[src/rtl/seg_lin_addr_pkg.sv]
`timescale 1ns/1ps
package seg_lin_addr_pkg;
  localparam int ADDR_W    = 64;
  localparam int VA_W      = 48;
  localparam int SEL_W     = 16;
  localparam int RM_SHIFT  = 4;
  localparam int PM_W      = 32;
  localparam int NUM_SEG   = 6;
  localparam int SEG_IDX_W = 3;
  localparam int MODE_W    = 3;

  typedef enum logic [MODE_W-1:0] {
    MODE_REAL   = 3'd0,
    MODE_V86    = 3'd1,
    MODE_PROT   = 3'd2,
    MODE_COMPAT = 3'd3,
    MODE_LONG   = 3'd4
  } cpu_mode_e;

  typedef enum logic [SEG_IDX_W-1:0] {
    SEG_ES = 3'd0,
    SEG_CS = 3'd1,
    SEG_SS = 3'd2,
    SEG_DS = 3'd3,
    SEG_FS = 3'd4,
    SEG_GS = 3'd5
  } seg_id_e;
endpackage

[src/rtl/seg_base_regs.sv]
`timescale 1ns/1ps
module seg_base_regs
  import seg_lin_addr_pkg::*;
#(
  parameter int N_SEG  = NUM_SEG,
  parameter int IDX_W  = SEG_IDX_W,
  parameter int DATA_W = ADDR_W
) (
  input  logic              clk_i,
  input  logic              rst_ni,
  input  logic              we_i,
  input  logic [IDX_W-1:0]  wr_seg_i,
  input  logic [DATA_W-1:0] wdata_i,
  input  logic [IDX_W-1:0]  rd_seg_i,
  output logic [DATA_W-1:0] rd_base_o
);
  logic [DATA_W-1:0] base_q [N_SEG];

  for (genvar g = 0; g < N_SEG; g++) begin : g_seg
    always_ff @(posedge clk_i or negedge rst_ni) begin
      if (!rst_ni)                                base_q[g] <= '0;
      else if (we_i && wr_seg_i == IDX_W'(g))     base_q[g] <= wdata_i;
    end

    // addressed base takes the written value
    a_r10_base_write: assert property (@(posedge clk_i) disable iff (!rst_ni)
      (we_i && wr_seg_i == IDX_W'(g)) |=> base_q[g] == $past(wdata_i));
  end

  // codes beyond the last segment read as zero
  always_comb begin
    rd_base_o = '0;
    for (int i = 0; i < N_SEG; i++) begin
      if (rd_seg_i == IDX_W'(i)) rd_base_o = base_q[i];
    end
  end
endmodule

[src/rtl/seg_addr_calc.sv]
`timescale 1ns/1ps
module seg_addr_calc
  import seg_lin_addr_pkg::*;
#(
  parameter int AW     = ADDR_W,
  parameter int SW     = SEL_W,
  parameter int SHIFT  = RM_SHIFT,
  parameter int PW     = PM_W,
  parameter int IDX_W  = SEG_IDX_W,
  parameter int MW     = MODE_W
) (
  input  logic [MW-1:0]    mode_i,
  input  logic [IDX_W-1:0] seg_i,
  input  logic [SW-1:0]    sel_i,
  input  logic [AW-1:0]    ea_i,
  input  logic [AW-1:0]    base_i,
  output logic [AW-1:0]    addr_o,
  output logic             chk_canon_o,
  output logic             bad_mode_o
);
  localparam int RW = SW + SHIFT;

  logic [RW-1:0] rm_sum;
  logic [PW-1:0] pm_sum;
  logic [AW-1:0] lm_base;
  logic [AW-1:0] lm_sum;
  logic          seg_has_base;

  assign rm_sum       = {sel_i, {SHIFT{1'b0}}} + RW'(ea_i[SW-1:0]);
  assign pm_sum       = base_i[PW-1:0] + ea_i[PW-1:0];
  assign seg_has_base = (seg_i == SEG_FS) || (seg_i == SEG_GS);
  assign lm_base      = seg_has_base ? base_i : '0;
  assign lm_sum       = lm_base + ea_i;

  always_comb begin
    addr_o      = '0;
    chk_canon_o = 1'b0;
    bad_mode_o  = 1'b0;
    case (mode_i)
      MODE_REAL, MODE_V86:   addr_o = AW'(rm_sum);
      MODE_PROT, MODE_COMPAT: addr_o = AW'(pm_sum);
      MODE_LONG: begin
        addr_o      = lm_sum;
        chk_canon_o = 1'b1;
      end
      default:               bad_mode_o = 1'b1;
    endcase
  end
endmodule

[src/rtl/seg_canon_chk.sv]
`timescale 1ns/1ps
module seg_canon_chk
  import seg_lin_addr_pkg::*;
#(
  parameter int AW  = ADDR_W,
  parameter int VAW = VA_W
) (
  input  logic [AW-VAW:0] hi_i,   // address bits AW-1 down to VAW-1
  output logic            canon_o
);
  assign canon_o = (&hi_i) | ~(|hi_i);
endmodule

[src/rtl/seg_lin_addr.sv]
`timescale 1ns/1ps
module seg_lin_addr
  import seg_lin_addr_pkg::*;
(
  input  logic                 clk_i,
  input  logic                 rst_ni,
  input  logic                 base_we_i,
  input  logic [SEG_IDX_W-1:0] base_sel_i,
  input  logic [ADDR_W-1:0]    base_wdata_i,
  input  logic                 req_i,
  input  logic [MODE_W-1:0]    mode_i,
  input  logic [SEG_IDX_W-1:0] seg_i,
  input  logic [SEL_W-1:0]     sel_i,
  input  logic [ADDR_W-1:0]    ea_i,
  output logic [ADDR_W-1:0]    lin_addr_o,
  output logic                 valid_o,
  output logic                 fault_o
);
  logic [ADDR_W-1:0] seg_base;
  logic [ADDR_W-1:0] addr_d;
  logic              chk_canon;
  logic              bad_mode;
  logic              canon;
  logic              fault_d;
  logic              valid_d;

  seg_base_regs u_bases (
    .clk_i     (clk_i),
    .rst_ni    (rst_ni),
    .we_i      (base_we_i),
    .wr_seg_i  (base_sel_i),
    .wdata_i   (base_wdata_i),
    .rd_seg_i  (seg_i),
    .rd_base_o (seg_base)
  );

  seg_addr_calc u_calc (
    .mode_i      (mode_i),
    .seg_i       (seg_i),
    .sel_i       (sel_i),
    .ea_i        (ea_i),
    .base_i      (seg_base),
    .addr_o      (addr_d),
    .chk_canon_o (chk_canon),
    .bad_mode_o  (bad_mode)
  );

  seg_canon_chk u_canon (
    .hi_i    (addr_d[ADDR_W-1:VA_W-1]),
    .canon_o (canon)
  );

  assign fault_d = req_i & (bad_mode | (chk_canon & ~canon));
  assign valid_d = req_i & ~fault_d;

  always_ff @(posedge clk_i or negedge rst_ni) begin
    if (!rst_ni) begin
      lin_addr_o <= '0;
      valid_o    <= 1'b0;
      fault_o    <= 1'b0;
    end else begin
      valid_o <= valid_d;
      fault_o <= fault_d;
      if (req_i) lin_addr_o <= addr_d;
    end
  end

  a_r9_exclusive: assert property (@(posedge clk_i) disable iff (!rst_ni)
    !(valid_o && fault_o));

  a_r9_latency: assert property (@(posedge clk_i) disable iff (!rst_ni)
    (valid_o || fault_o) |-> $past(req_i));

  a_r9_idle: assert property (@(posedge clk_i) disable iff (!rst_ni)
    !req_i |=> (!valid_o && !fault_o));

  a_r2_real_range: assert property (@(posedge clk_i) disable iff (!rst_ni)
    (req_i && (mode_i == MODE_REAL || mode_i == MODE_V86))
      |=> (valid_o && lin_addr_o[ADDR_W-1:SEL_W+RM_SHIFT] == '0));

  a_r4_prot_range: assert property (@(posedge clk_i) disable iff (!rst_ni)
    (req_i && (mode_i == MODE_PROT || mode_i == MODE_COMPAT))
      |=> (valid_o && lin_addr_o[ADDR_W-1:PM_W] == '0));

  a_r8_fault_noncanon: assert property (@(posedge clk_i) disable iff (!rst_ni)
    (req_i && mode_i == MODE_LONG) |=>
      (fault_o == !((&lin_addr_o[ADDR_W-1:VA_W-1]) || !(|lin_addr_o[ADDR_W-1:VA_W-1]))));

  a_r11_reserved: assert property (@(posedge clk_i) disable iff (!rst_ni)
    (req_i && mode_i > MODE_LONG) |=> (fault_o && lin_addr_o == '0));
endmodule

[config.mk]
export PLATFORM = sky130hd
export DESIGN_NAME = seg_lin_addr
export DESIGN_NICKNAME = d
export VERILOG_FILES = /design/src/rtl/seg_lin_addr_pkg.sv /design/src/rtl/seg_base_regs.sv /design/src/rtl/seg_addr_calc.sv /design/src/rtl/seg_canon_chk.sv /design/src/rtl/seg_lin_addr.sv
export SDC_FILE = /design/constraint.sdc
export NUM_CORES = 1
export LEC_CHECK = 0
export BUFFER_PORTS_ARGS = -buffer_cell sky130_fd_sc_hd__buf_2
export CAP_MARGIN = 0
export CORE_ASPECT_RATIO = 0.7
export CORE_MARGIN = 1.5
export CORE_UTILIZATION = 35
export DETAILED_ROUTE_END_ITERATION = 8
export MAX_ROUTING_LAYER = met4
export PLACE_DENSITY = 0.55
export SLEW_MARGIN = 10
export SYNTH_ARGS = -nofsm -noshare
export SYNTH_HDL_FRONTEND = slang
export SYNTH_SLANG_ARGS = --single-unit
[constraint.sdc]
create_clock -name clk_i -period 3.9 [get_ports clk_i]
set_input_delay 0.975 -clock clk_i [delete_from_list [all_inputs] [get_ports clk_i]]
set_output_delay 0.975 -clock clk_i [all_outputs]
set_load 0.05 [all_outputs]
==> results.json <==
{
  "ys_seq_elements": 322,
  "max_stage_delay_ns": 0.50,
  "p_leak_nw": 14.1,
  "rsz0062_at_grt": "true",
  "async_reset_ff_frac": 1.00,
  "synth_area_sq_um": 21300,
  "finalMaxSlewViolations": 0,
  "critPathArrivalTime_ns": 4.87,
  "yosysWarnings": 0,
  "cts_max_level": 2,
  "path_delay_family": "compound AO/OA/AOI/OAI gates",
  "yosys-top-cells-area": "dfrtp_1, mux2_2, ha_1, mux2i_1, mux4_2",
  "r2r_slack_ns": -0.05,
  "required_ns": 4.36,
  "final_nets": 3092,
  "crit_buf_inv": 7,
  "drive_gt1_frac": 0.499,
  "numCtsBuffers": 35,
  "cts_hold_buf": 0,
  "multiInputGateArea_sq_um": 13700,
  "cap_violations": 0,
  "peakVddDrop_v": 0.000298,
  "worstSetupPathType": "input pin to register",
  "io_buffers": 222,
  "tightest_slew_ns": 1.13,
  "tns_ns": -5.67,
  "slew-limit-headroom": 0.244,
  "finClkSkew_ns": 0.0227,
  "grt_first_pass_wirelength_um": 120000,
  "fin_ws_ns": -0.505,
  "worstPathMaxFanout": 6,
  "antenna_found_initial": 0,
  "violations": "negative setup slack",
  "period_needed_ns": 4.40,
  "place_congestion": 0.986,
  "synth_commonest_cells": "dfrtp_1, mux2_2, nor2_1, a21oi_1, nand2_1",
  "postPlaceCellArea_sq_um": 27300,
  "yosysUniqueCellTypes": 86,
  "ios": 223,
  "finalHoldViolations": 0,
  "initial_core_util": 0.355,
  "die_area_sq_um": 62500,
  "grt_pass1_vias": 19900,
  "syn_to_final_growth_pct": 42.8,
  "vias_per_cell": 5.44,
  "first_pass_iters": 6,
  "fill_cells": 5570,
  "status": "complete, but fails checks",
  "via_count": 19900,
  "finalCritPeriodShare": 1.13,
  "gr-total-overflow": 0,
  "design_area_sq_um": 30400,
  "drc": 0,
  "post-synth-top-count-cell": "dfrtp_1",
  "crit_path_end_kind": "register",
  "dieHeight_um": 210,
  "clock-sinks": 322,
  "die_x_um": 298,
  "rr_worst_depth": 17,
  "ant_nets": 0,
  "clk_pin_slew_ns": 0.06,
  "whs_ns": 0.387,
  "wire_per_inst_um": 22.1,
  "powerDensity_nw_per_um2": 425,
  "startpoint": "seg_i[0]",
  "cp-start-kind": "input pin",
  "drt-total-wl_um": 80700,
  "seq_area_sq_um": 8060,
  "syn_inst": 2064,
  "insertion_delay_ns": 0.55,
  "dp_hpwl_um": 61400,
  "synth_top_cell_by_area": "dfrtp_1",
  "cts.path.max_buffers": 3,
  "reg2reg_to": "lin_addr_o[29]$_DFFE_PN0P_",
  "tritoncts": "built",
  "crit_slowest_cell": "mux4_2",
  "drt_iter0_drc": 1505,
  "syn-mean-instance-area_sq_um": 10.3,
  "synth_nets": 2330,
  "track_usage": 0.259,
  "setup_viol": 22,
  "root_buffer": "clkbuf_16",
  "hold_path.class": "input pin to asynchronous set/reset pin",
  "synth-edff-count": 0,
  "yosysTopAreaCellShare": 0.378,
  "design.core.area_sq_um": 60100,
  "worstReg2RegStart": "u_bases.base_q[193]$_DFFE_PN0P_",
  "fmax_mhz": 227,
  "std_cell_rows": 75,
  "cp_cell_sequence": "buf_16 > buf_12 > buf_6 > mux4_2 > a21o_1 > ha_1 > a21o_1 > a21o_1 > a211oi_2 > nor2_2 > a221oi_2 > buf_4 > a21oi_4 > o211ai_1 > buf_4 > nand3_4 > o21a_4 > buf_6 > buf_6 > o211ai_1",
  "ys.flop_type": "dfrtp_1",
  "grt_max_degree": 77,
  "yosysSeqAreaShare": 0.378
}
-- timing repair --
item,CTS,global route
cloned,7,2
pin swaps,90,68
setup buffers,39,34
resized for setup,139,151
setup endpoints to repair,46,46
-- sequential cells by signal, summed over array words and instances, names as in the netlist --
register and count:
lin_addr_o 64, u_bases.base_q 256, fault_o 1, valid_o 1
-- stage by stage --
stage           util  power (W)  std cells  setup WS, ns
3_3_place_gp   0.454    0.00885       3525         -1.95
5_1_grt        0.507     0.0136       3652        -0.618
4_1_cts        0.492     0.0127       3626        -0.470
2_1_floorplan      -    0.00699       2064        -0.889
6_report       0.507     0.0129       3653        -0.505
3_5_place_dp   0.454    0.00894       3525         -1.96
-- layout make-up --
| type | instances | share of cell area |
|---|---|---|
| inverters | 47 | 0.00579 |
| diodes | 1 | 0.0000822 |
| clock buffers | 46 | 0.0324 |
| flip-flops and latches | 322 | 0.265 |
| multi-input cells | 1573 | 0.450 |
| well taps | 808 | 0.0332 |
| repair buffers | 847 | 0.209 |
| clock inverters | 9 | 0.00505 |
-- worst register-to-register path: cells and delay by family (launching register included) --
| family | cells | cell delay (ns) |
|---|---|---|
| and+or+nand+nor | 2 | 0.18 |
| buffers and inverters | 4 | 0.63 |
| muxes | 1 | 0.48 |
| adders and majority gates | 1 | 0.27 |
| DFF | 1 | 0.38 |
| AOI/OAI and AO/OA | 9 | 1.92 |
-- routing by layer --
layer  GRT usage  vias up  wire length, um
li1            -     9199                -
met1       0.378     9922            39100
met2       0.366      664            34000
met3      0.0602       82             6510
met4      0.0429        0             1080
met5           -        -                0
-- cell usage in the layout, fill, tap and decap left out, types with 18 or more instances in the layout --
| cell type | count |
|---|---|
| nor2_1 | 158 |
| o22ai_1 | 19 |
| ha_1 | 85 |
| o21ai_1 | 19 |
| o21ai_0 | 47 |
| a21oi_2 | 32 |
| nor3_1 | 23 |
| xor2_1 | 29 |
| nand4_1 | 42 |
| a21o_1 | 49 |
| mux2i_1 | 83 |
| buf_4 | 570 |
| dfrtp_1 | 322 |
| a21oi_1 | 97 |
| mux2_2 | 262 |
| o21a_1 | 23 |
| buf_6 | 28 |
| inv_1 | 41 |
| nand2_1 | 119 |
| clkbuf_16 | 37 |
| mux4_2 | 32 |
| xnor2_1 | 48 |
| a22o_1 | 18 |
| buf_2 | 219 |
-- report_power, final --
group | switching, W | internal, W | total [W]
sequential | 0.000387 | 0.00400 | 0.00439
combinational | 0.00258 | 0.00255 | 0.00513
clock | 0.00144 | 0.00198 | 0.00342
total | 0.00440 | 0.00853 | 0.0129
-- kinds of logic after synthesis --
| family | synth area share |
|---|---|
| compound gates | 0.151 |
| xor+xnor | 0.0353 |
| fa+ha+maj | 0.0650 |
| buf+inv | 0.0401 |
| flops | 0.378 |
| mux | 0.219 |
| simple gates | 0.111 |
-- worst max-delay path by stage --
stage / endpoint / slack [ns] / cells after the start
after detailed placement: valid_o$_DFF_PN0_ / -1.96 / 18
after global routing: lin_addr_o[29]$_DFFE_PN0P_ / -0.62 / 20
after global placement: fault_o$_DFF_PN0_ / -1.95 / 18
final: lin_addr_o[29]$_DFFE_PN0P_ / -0.50 / 20
after floorplan: fault_o$_DFF_PN0_ / -0.89 / 20
after CTS: valid_o$_DFF_PN0_ / -0.47 / 19
(Power assumes the default switching activity.)
